===== config.mk =====
export PLATFORM = sky130hd
export DESIGN_NAME = norCmdEngine
export DESIGN_NICKNAME = d
export VERILOG_FILES = /design/src/rtl/nfcPkg.sv /design/src/rtl/nfcBusSample.sv /design/src/rtl/nfcControl.sv /design/src/rtl/nfcDatapath.sv /design/src/rtl/norCmdEngine.sv
export SDC_FILE = /design/constraint.sdc
export NUM_CORES = 1
export LEC_CHECK = 0
export BUFFER_PORTS_ARGS = -buffer_cell sky130_fd_sc_hd__buf_2
export CAP_MARGIN = 0
export CORE_MARGIN = 2
export CORE_UTILIZATION = 40
export DETAILED_ROUTE_END_ITERATION = 8
export PLACE_DENSITY = 0.55
export SYNTH_ARGS = -nofsm -noshare
export SYNTH_HDL_FRONTEND = slang
export SYNTH_HIERARCHICAL = 1
export SYNTH_SLANG_ARGS = --single-unit

===== constraint.sdc =====
create_clock -name clk -period 4.45 [get_ports clk]
set_clock_uncertainty 0.2 [all_clocks]
set_input_delay 0.89 -clock clk [delete_from_list [all_inputs] [get_ports clk]]
set_output_delay 0.89 -clock clk [all_outputs]
set_load 0.02 [all_outputs]

===== src/rtl/nfcPkg.sv =====
package nfcPkg;

  localparam logic [7:0]  CMD_KEY1     = 8'hAA;
  localparam logic [7:0]  CMD_KEY2     = 8'h55;
  localparam logic [7:0]  CMD_PROGRAM  = 8'hA0;
  localparam logic [7:0]  CMD_ERASE    = 8'h80;
  localparam logic [7:0]  CMD_SECTOR   = 8'h30;
  localparam logic [7:0]  CMD_BYPASS   = 8'h20;
  localparam logic [7:0]  CMD_BYP_OUT1 = 8'h90;
  localparam logic [7:0]  CMD_BYP_OUT2 = 8'h00;
  localparam logic [11:0] KEY1_ADDR    = 12'h555;
  localparam logic [11:0] KEY2_ADDR    = 12'h2AA;

  typedef enum logic [3:0] {
    ST_READ, ST_UNL1, ST_UNL2, ST_PGMDATA,
    ST_ERS1, ST_ERS2, ST_ERS3,
    ST_BYP, ST_BYPEXIT,
    ST_BUSYPGM, ST_BUSYPRE, ST_BUSYERS
  } ctlState_t;

  typedef struct packed {
    logic pgmCommit;
    logic preCommit;
    logic eraseCommit;
  } nfcStrobe_t;

endpackage


===== src/rtl/nfcBusSample.sv =====
module nfcBusSample (
  input  logic clk,
  input  logic rstN,
  input  logic ceN,
  input  logic weN,
  input  logic oeN,
  output logic wrStart,
  output logic rdStart
);
  logic wrAct, rdAct, wrPrev, rdPrev;

  assign wrAct = !ceN && !weN && oeN;
  assign rdAct = !ceN && !oeN && weN;

  always_ff @(posedge clk) begin
    if (!rstN) begin
      wrPrev <= 1'b0;
      rdPrev <= 1'b0;
    end else begin
      wrPrev <= wrAct;
      rdPrev <= rdAct;
    end
  end

  assign wrStart = wrAct && !wrPrev;
  assign rdStart = rdAct && !rdPrev;
endmodule


===== src/rtl/nfcControl.sv =====
module nfcControl
  import nfcPkg::*;
#(
  parameter int ADDR_W       = 12,
  parameter int DATA_W       = 8,
  parameter int SECTORS      = 4,
  parameter int SECTOR_WORDS = 16,
  parameter int PGM_CYC      = 8,
  parameter int PRE_CYC      = 6,
  parameter int ERS_CYC      = 12
) (
  input  logic              clk,
  input  logic              rstN,
  input  logic              wrStart,
  input  logic              lowSupply,
  input  logic [ADDR_W-1:0] addr,
  input  logic [DATA_W-1:0] dataIn,
  input  logic [SECTORS-1:0] protectMask,
  output nfcStrobe_t        strobe,
  output logic [$clog2(SECTORS*SECTOR_WORDS)-1:0] opIdx,
  output logic [DATA_W-1:0] opData,
  output logic              busy,
  output logic              pollBit
);
  localparam int SEC_W = $clog2(SECTORS);
  localparam int IDX_W = $clog2(SECTORS*SECTOR_WORDS);
  localparam int MAXC  = (PGM_CYC > PRE_CYC) ? ((PGM_CYC > ERS_CYC) ? PGM_CYC : ERS_CYC)
                                             : ((PRE_CYC > ERS_CYC) ? PRE_CYC : ERS_CYC);
  localparam int CNT_W = $clog2(MAXC + 1);

  ctlState_t state;
  logic [CNT_W-1:0] cnt;
  logic bypass;
  logic wrOk, isKey1, isKey2, tgtProt;
  logic [DATA_W-1:0] cmd;

  assign wrOk    = wrStart && !lowSupply;
  assign cmd     = dataIn;
  assign isKey1  = (cmd == DATA_W'(CMD_KEY1)) && (addr == ADDR_W'(KEY1_ADDR));
  assign isKey2  = (cmd == DATA_W'(CMD_KEY2)) && (addr == ADDR_W'(KEY2_ADDR));
  assign tgtProt = protectMask[addr[IDX_W-1 -: SEC_W]];

  always_ff @(posedge clk) begin
    if (!rstN) begin
      state  <= ST_READ;
      cnt    <= '0;
      bypass <= 1'b0;
      opIdx  <= '0;
      opData <= '0;
    end else begin
      case (state)
        ST_BUSYPGM: begin
          if (cnt == '0) state <= bypass ? ST_BYP : ST_READ;
          else           cnt   <= cnt - 1'b1;
        end
        ST_BUSYPRE: begin
          if (cnt == '0) begin
            state <= ST_BUSYERS;
            cnt   <= CNT_W'(ERS_CYC - 1);
          end else cnt <= cnt - 1'b1;
        end
        ST_BUSYERS: begin
          if (cnt == '0) state <= ST_READ;
          else           cnt   <= cnt - 1'b1;
        end
        default: begin
          if (wrOk) begin
            case (state)
              ST_READ: state <= isKey1 ? ST_UNL1 : ST_READ;
              ST_UNL1: state <= isKey2 ? ST_UNL2 : ST_READ;
              ST_UNL2: begin
                if (cmd == DATA_W'(CMD_PROGRAM))     state <= ST_PGMDATA;
                else if (cmd == DATA_W'(CMD_ERASE))  state <= ST_ERS1;
                else if (cmd == DATA_W'(CMD_BYPASS)) begin
                  state  <= ST_BYP;
                  bypass <= 1'b1;
                end else state <= ST_READ;
              end
              ST_PGMDATA: begin
                opIdx  <= addr[IDX_W-1:0];
                opData <= dataIn;
                if (tgtProt) state <= bypass ? ST_BYP : ST_READ;
                else begin
                  state <= ST_BUSYPGM;
                  cnt   <= CNT_W'(PGM_CYC - 1);
                end
              end
              ST_ERS1: state <= isKey1 ? ST_ERS2 : ST_READ;
              ST_ERS2: state <= isKey2 ? ST_ERS3 : ST_READ;
              ST_ERS3: begin
                if (cmd == DATA_W'(CMD_SECTOR) && !tgtProt) begin
                  opIdx <= addr[IDX_W-1:0];
                  state <= ST_BUSYPRE;
                  cnt   <= CNT_W'(PRE_CYC - 1);
                end else state <= ST_READ;
              end
              ST_BYP: begin
                if (cmd == DATA_W'(CMD_PROGRAM))       state <= ST_PGMDATA;
                else if (cmd == DATA_W'(CMD_BYP_OUT1)) state <= ST_BYPEXIT;
              end
              ST_BYPEXIT: begin
                if (cmd == DATA_W'(CMD_BYP_OUT2)) begin
                  state  <= ST_READ;
                  bypass <= 1'b0;
                end else state <= ST_BYP;
              end
              default: state <= ST_READ;
            endcase
          end
        end
      endcase
    end
  end

  assign busy = (state == ST_BUSYPGM) || (state == ST_BUSYPRE) || (state == ST_BUSYERS);
  assign strobe.pgmCommit   = (state == ST_BUSYPGM) && (cnt == '0);
  assign strobe.preCommit   = (state == ST_BUSYPRE) && (cnt == '0);
  assign strobe.eraseCommit = (state == ST_BUSYERS) && (cnt == '0);
  assign pollBit = (state == ST_BUSYPGM) ? ~opData[DATA_W-1] : 1'b0;
endmodule


===== src/rtl/nfcDatapath.sv =====
module nfcDatapath
  import nfcPkg::*;
#(
  parameter int DATA_W       = 8,
  parameter int SECTORS      = 4,
  parameter int SECTOR_WORDS = 16
) (
  input  logic              clk,
  input  logic              rstN,
  input  nfcStrobe_t        strobe,
  input  logic [$clog2(SECTORS*SECTOR_WORDS)-1:0] opIdx,
  input  logic [DATA_W-1:0] opData,
  input  logic [SECTORS-1:0] protectMask,
  input  logic              busy,
  input  logic              pollBit,
  input  logic              rdStart,
  input  logic [$clog2(SECTORS*SECTOR_WORDS)-1:0] rdIdx,
  output logic [DATA_W-1:0] dataOut
);
  localparam int WORDS = SECTORS * SECTOR_WORDS;
  localparam int SEC_W = $clog2(SECTORS);
  localparam int IDX_W = $clog2(WORDS);

  logic [DATA_W-1:0] mem [WORDS];
  logic [SECTORS-1:0] secHit;
  logic toggle;
  logic [SEC_W-1:0] opSec;

  assign opSec = opIdx[IDX_W-1 -: SEC_W];

  for (genvar s = 0; s < SECTORS; s++) begin : gSec
    assign secHit[s] = (opSec == SEC_W'(s)) && !protectMask[s];
  end

  always_ff @(posedge clk) begin
    if (!rstN) begin
      for (int i = 0; i < WORDS; i++) mem[i] <= '1;
      dataOut <= '0;
      toggle  <= 1'b0;
    end else begin
      if (strobe.pgmCommit && secHit[opSec])
        mem[opIdx] <= mem[opIdx] & opData;
      for (int i = 0; i < WORDS; i++) begin
        if (strobe.preCommit && secHit[i / SECTOR_WORDS])   mem[i] <= '0;
        if (strobe.eraseCommit && secHit[i / SECTOR_WORDS]) mem[i] <= '1;
      end
      if (rdStart) begin
        if (busy) begin
          dataOut <= {pollBit, toggle, {(DATA_W-2){1'b0}}};
          toggle  <= ~toggle;
        end else begin
          dataOut <= mem[rdIdx];
        end
      end
    end
  end
endmodule


===== src/rtl/norCmdEngine.sv =====
module norCmdEngine
  import nfcPkg::*;
#(
  parameter int ADDR_W       = 12,
  parameter int DATA_W       = 8,
  parameter int SECTORS      = 4,
  parameter int SECTOR_WORDS = 16,
  parameter int PGM_CYC      = 8,
  parameter int PRE_CYC      = 6,
  parameter int ERS_CYC      = 12
) (
  input  logic               clk,
  input  logic               rstN,
  input  logic               ceN,
  input  logic               weN,
  input  logic               oeN,
  input  logic [ADDR_W-1:0]  addr,
  input  logic [DATA_W-1:0]  dataIn,
  input  logic [SECTORS-1:0] protectMask,
  input  logic               lowSupply,
  output logic [DATA_W-1:0]  dataOut,
  output logic               ready
);
  localparam int IDX_W = $clog2(SECTORS * SECTOR_WORDS);

  logic wrStart, rdStart, busy, pollBit;
  nfcStrobe_t strobe;
  logic [IDX_W-1:0] opIdx;
  logic [DATA_W-1:0] opData;

  nfcBusSample uSample (
    .clk(clk), .rstN(rstN), .ceN(ceN), .weN(weN), .oeN(oeN),
    .wrStart(wrStart), .rdStart(rdStart)
  );

  nfcControl #(
    .ADDR_W(ADDR_W), .DATA_W(DATA_W), .SECTORS(SECTORS), .SECTOR_WORDS(SECTOR_WORDS),
    .PGM_CYC(PGM_CYC), .PRE_CYC(PRE_CYC), .ERS_CYC(ERS_CYC)
  ) uCtrl (
    .clk(clk), .rstN(rstN), .wrStart(wrStart), .lowSupply(lowSupply),
    .addr(addr), .dataIn(dataIn), .protectMask(protectMask),
    .strobe(strobe), .opIdx(opIdx), .opData(opData), .busy(busy), .pollBit(pollBit)
  );

  nfcDatapath #(
    .DATA_W(DATA_W), .SECTORS(SECTORS), .SECTOR_WORDS(SECTOR_WORDS)
  ) uData (
    .clk(clk), .rstN(rstN), .strobe(strobe), .opIdx(opIdx), .opData(opData),
    .protectMask(protectMask), .busy(busy), .pollBit(pollBit),
    .rdStart(rdStart), .rdIdx(addr[IDX_W-1:0]), .dataOut(dataOut)
  );

  assign ready = ~busy;
endmodule


==> results.py <==
metrics = {
    "outcome": {
        "status": "finished clean",
    },
    "flow_run": {
        "maxCapViolations": 0,
    },
    "drt": {
        "first_pass_iters": 6,
        "wl_um": 106700,
        "drt_iter0_markers": 3141,
        "viasPerCell": 6.707,
        "routedWlPerCell_um": 31.47,
        "ant_nets": 0,
        "drc": 0,
        "vias": 22750,
    },
    "global_routing": {
        "grt_pass1_vias": 21870,
        "grt_pass1_wl_um": 154100,
        "antenna_found_initial": 1,
        "gr-total-overflow": 0,
        "grt_max_degree": 129,
        "globalRouteTotalUtil_pct": 27.11,
    },
    "timing": {
        "tightestPinTransition_ps": 1187,
        "period_needed_ps": 3952,
        "fmax_ghz": 0.2531,
        "period_share_pct": 88.80,
        "fin_setup_tns_ps": 0,
        "grt_setup_unrepaired": "false",
        "setup_viol": 0,
        "finalHoldViolCount": 0,
        "max_slew_margin_pct": 20.04,
        "slew_viol_final": 0,
    },
    "clock_tree": {
        "cts_tree": "done",
        "clock_latency_ps": 650,
        "clkSinkCount": 546,
        "cts_htree_levels": 2,
        "cts-root-buf": "clkbuf_16",
        "cts_buffer_depth": 3,
        "cts_setup_buffers": 0,
        "path_clk_slew_ps": 60,
        "cts_made_buffers": 60,
        "post_cts_resized": 0,
        "ctsHoldBuffers": 0,
    },
    "layout": {
        "fin_cells": 3392,
        "design_area_mm2": 0.03384,
        "drive_gt1_share_pct": 23.25,
        "fin_nets": 2406,
        "nFillCells": 6581,
        "register_area_mm2": 0.01606,
        "multi_input_area_mm2": 0.01312,
        "syn_to_final_growth_pct": 11.82,
    },
    "logic_synthesis": {
        "synth_area_per_cell_um2": 12.76,
        "synth_ff_type": "edfxtp_1",
        "syn_inst": 2372,
        "syn-cell-area_mm2": 0.03026,
        "synth_top_cell_area_share_pct": 50.80,
        "ys_ff_latch": 546,
        "ys_async_sr_fraction_pct": 0,
        "synth_top_area_cell": "edfxtp_1",
        "synth_most_common_cell": "edfxtp_1",
        "synth_edf_count": 512,
        "synth_area_leaders": "edfxtp_1 (51%), mux4_2 (15%), o21ai_0 (6.3%)",
        "synth_common_cells": "edfxtp_1 (512), o21ai_0 (381), mux4_2 (196), clkbuf_1 (164), mux2i_1 (158)",
        "synth-seq-area-share_pct": 53.05,
        "yosysUniqueCellTypes": 87,
        "synthesis.nets": 2404,
        "ys_warn_count": 6,
    },
    "worst_setup_path": {
        "crit_path_end_kind": "flop",
        "required_ps": 4610,
        "criticalPathCategory": "reg -> reg",
        "arrival_ps": 4110,
        "cp_max_fo": 34,
        "worst_setup_path_start_kind": "flop",
    },
    "power": {
        "leakage_uw": 0.009536,
        "ir_drop_mv": 0.3094,
        "p_per_area_mw_per_mm2": 346.1,
    },
    "placement": {
        "place_hpwl_um": 74600,
        "placed_area_mm2": 0.03187,
        "dp.cells": 3281,
        "gp_congestion": 0.9359,
        "numPortBuffers": 38,
    },
    "floorplan": {
        "initial_core_util_pct": 40.52,
        "chipWidth_um": 279.1,
        "row_count": 100,
        "coreArea_mm2": 0.07470,
        "die-height_um": 279.1,
        "dieArea_mm2": 0.07788,
        "pin_count": 39,
    },
    "worst_hold_path": {
        "hp-class": "reg -> reg",
    },
}
## power by group
part | total [uW] | switching, uW | internal, uW | leakage (uW)
logic | 765 | 477 | 287 | 0.00411
registers | 5900 | 112 | 5780 | 0.00447
clock network | 5050 | 2140 | 2910 | 0.000959
total | 11700 | 2730 | 8980 | 0.00954
## cell usage in the layout (no fill, tap or decap), types with 8 or more instances in the layout
| cell type | count |
|---|---|
| o21ai_0 | 381 |
| o21ai_1 | 9 |
| a21oi_2 | 16 |
| clkinv_1 | 13 |
| nand2_1 | 126 |
| a31oi_1 | 23 |
| nand2b_1 | 8 |
| nand4_1 | 55 |
| buf_12 | 8 |
| nor3_1 | 27 |
| mux2i_1 | 158 |
| clkbuf_1 | 9 |
| buf_2 | 35 |
| a22oi_1 | 48 |
| a221o_1 | 9 |
| inv_1 | 13 |
| clkinv_2 | 14 |
| a21oi_1 | 141 |
| buf_4 | 141 |
| o21ai_2 | 20 |
| a22o_1 | 38 |
| nand3_1 | 72 |
| clkbuf_16 | 61 |
| nor2_1 | 65 |
| edfxtp_1 | 512 |
| dfxtp_1 | 32 |
| mux4_2 | 196 |
## registers in the layout, summed over array words and instances (netlist names)
signal          cells
uCtrl/state         4
uData/mem         512
uCtrl/opData        8
uCtrl/bypass        1
uSample/wrPrev      1
uCtrl/opIdx         6
uCtrl/cnt           4
uData/toggle        1
uSample/rdPrev      1
uData/dataOut       8
## through the flow
| stage | setup slack (ps) | utilization (%) | total power, uW | hold slack (ps) |
|---|---|---|---|---|
| after global placement | 603.9 | 42.67 | 6740 | 279.2 |
| final | 498.4 | 45.30 | 11710 | 284.2 |
| after CTS | 551.0 | 45.30 | 11770 | 281.4 |
| after global routing | 308.2 | 45.30 | 12020 | 326.1 |
| after floorplan | 727.7 | - | 6421 | 249.6 |
| after detailed placement | 567.6 | 42.67 | 6754 | 267.3 |
## cell type report
type / instances / area share, %
Sequential cell: 546 / 47.47
Clock buffer: 70 / 4.611
Antenna cell: 1 / 0.007395
Clock inverter: 40 / 1.194
Multi-Input combinational cell: 1564 / 38.77
Timing Repair Buffer: 186 / 4.185
Inverter: 16 / 0.1775
Tap cell: 969 / 3.583
## metal layers
metal  up-vias  part of all wire [%]  global-route usage, %
li1       9526                     -                      -
met1     11550                    39                  36.09
met2      1432                    47                  43.77
met3       237                    10                  5.665
met4         2                   4.2                  10.04
met5         -                 0.018                      0
## worst paths after layout
kind	slack [ps]	endpoint	start	cells past startpoint
setup / recovery	500	uData/mem[3][4]	uCtrl/cnt[0]	13
setup reg to reg	500	uData/mem[3][4]	uCtrl/cnt[0]	13
hold reg to reg	280	uData/dataOut[1]	uData/dataOut[1]	2
hold / removal	280	uData/dataOut[1]	uData/dataOut[1]	2
## worst max-delay path, cell delays in order (launching register included)
cell and delay [ps]:
dfxtp_1 350, inv_1 90, ha_1 190, nor3b_1 160, nand2_1 180, nor2_1 110, buf_4 180, nor2_1 210
o41a_1 200, buf_4 370, nand4_1 260, buf_4 260, o21ai_0 620, buf_4 270
## logic make-up after synthesis
logic type / share of synthesized area (%)
AO/OA/AOI/OAI: 14.87
XOR/XNOR: 0.1158
adder cells (fa/ha/maj): 0.08267
buffers and inverters: 4.118
flip-flops: 53.05
multiplexers: 20.07
AND/OR/NAND/NOR: 7.694
Power figures use the tool's default switching activity.
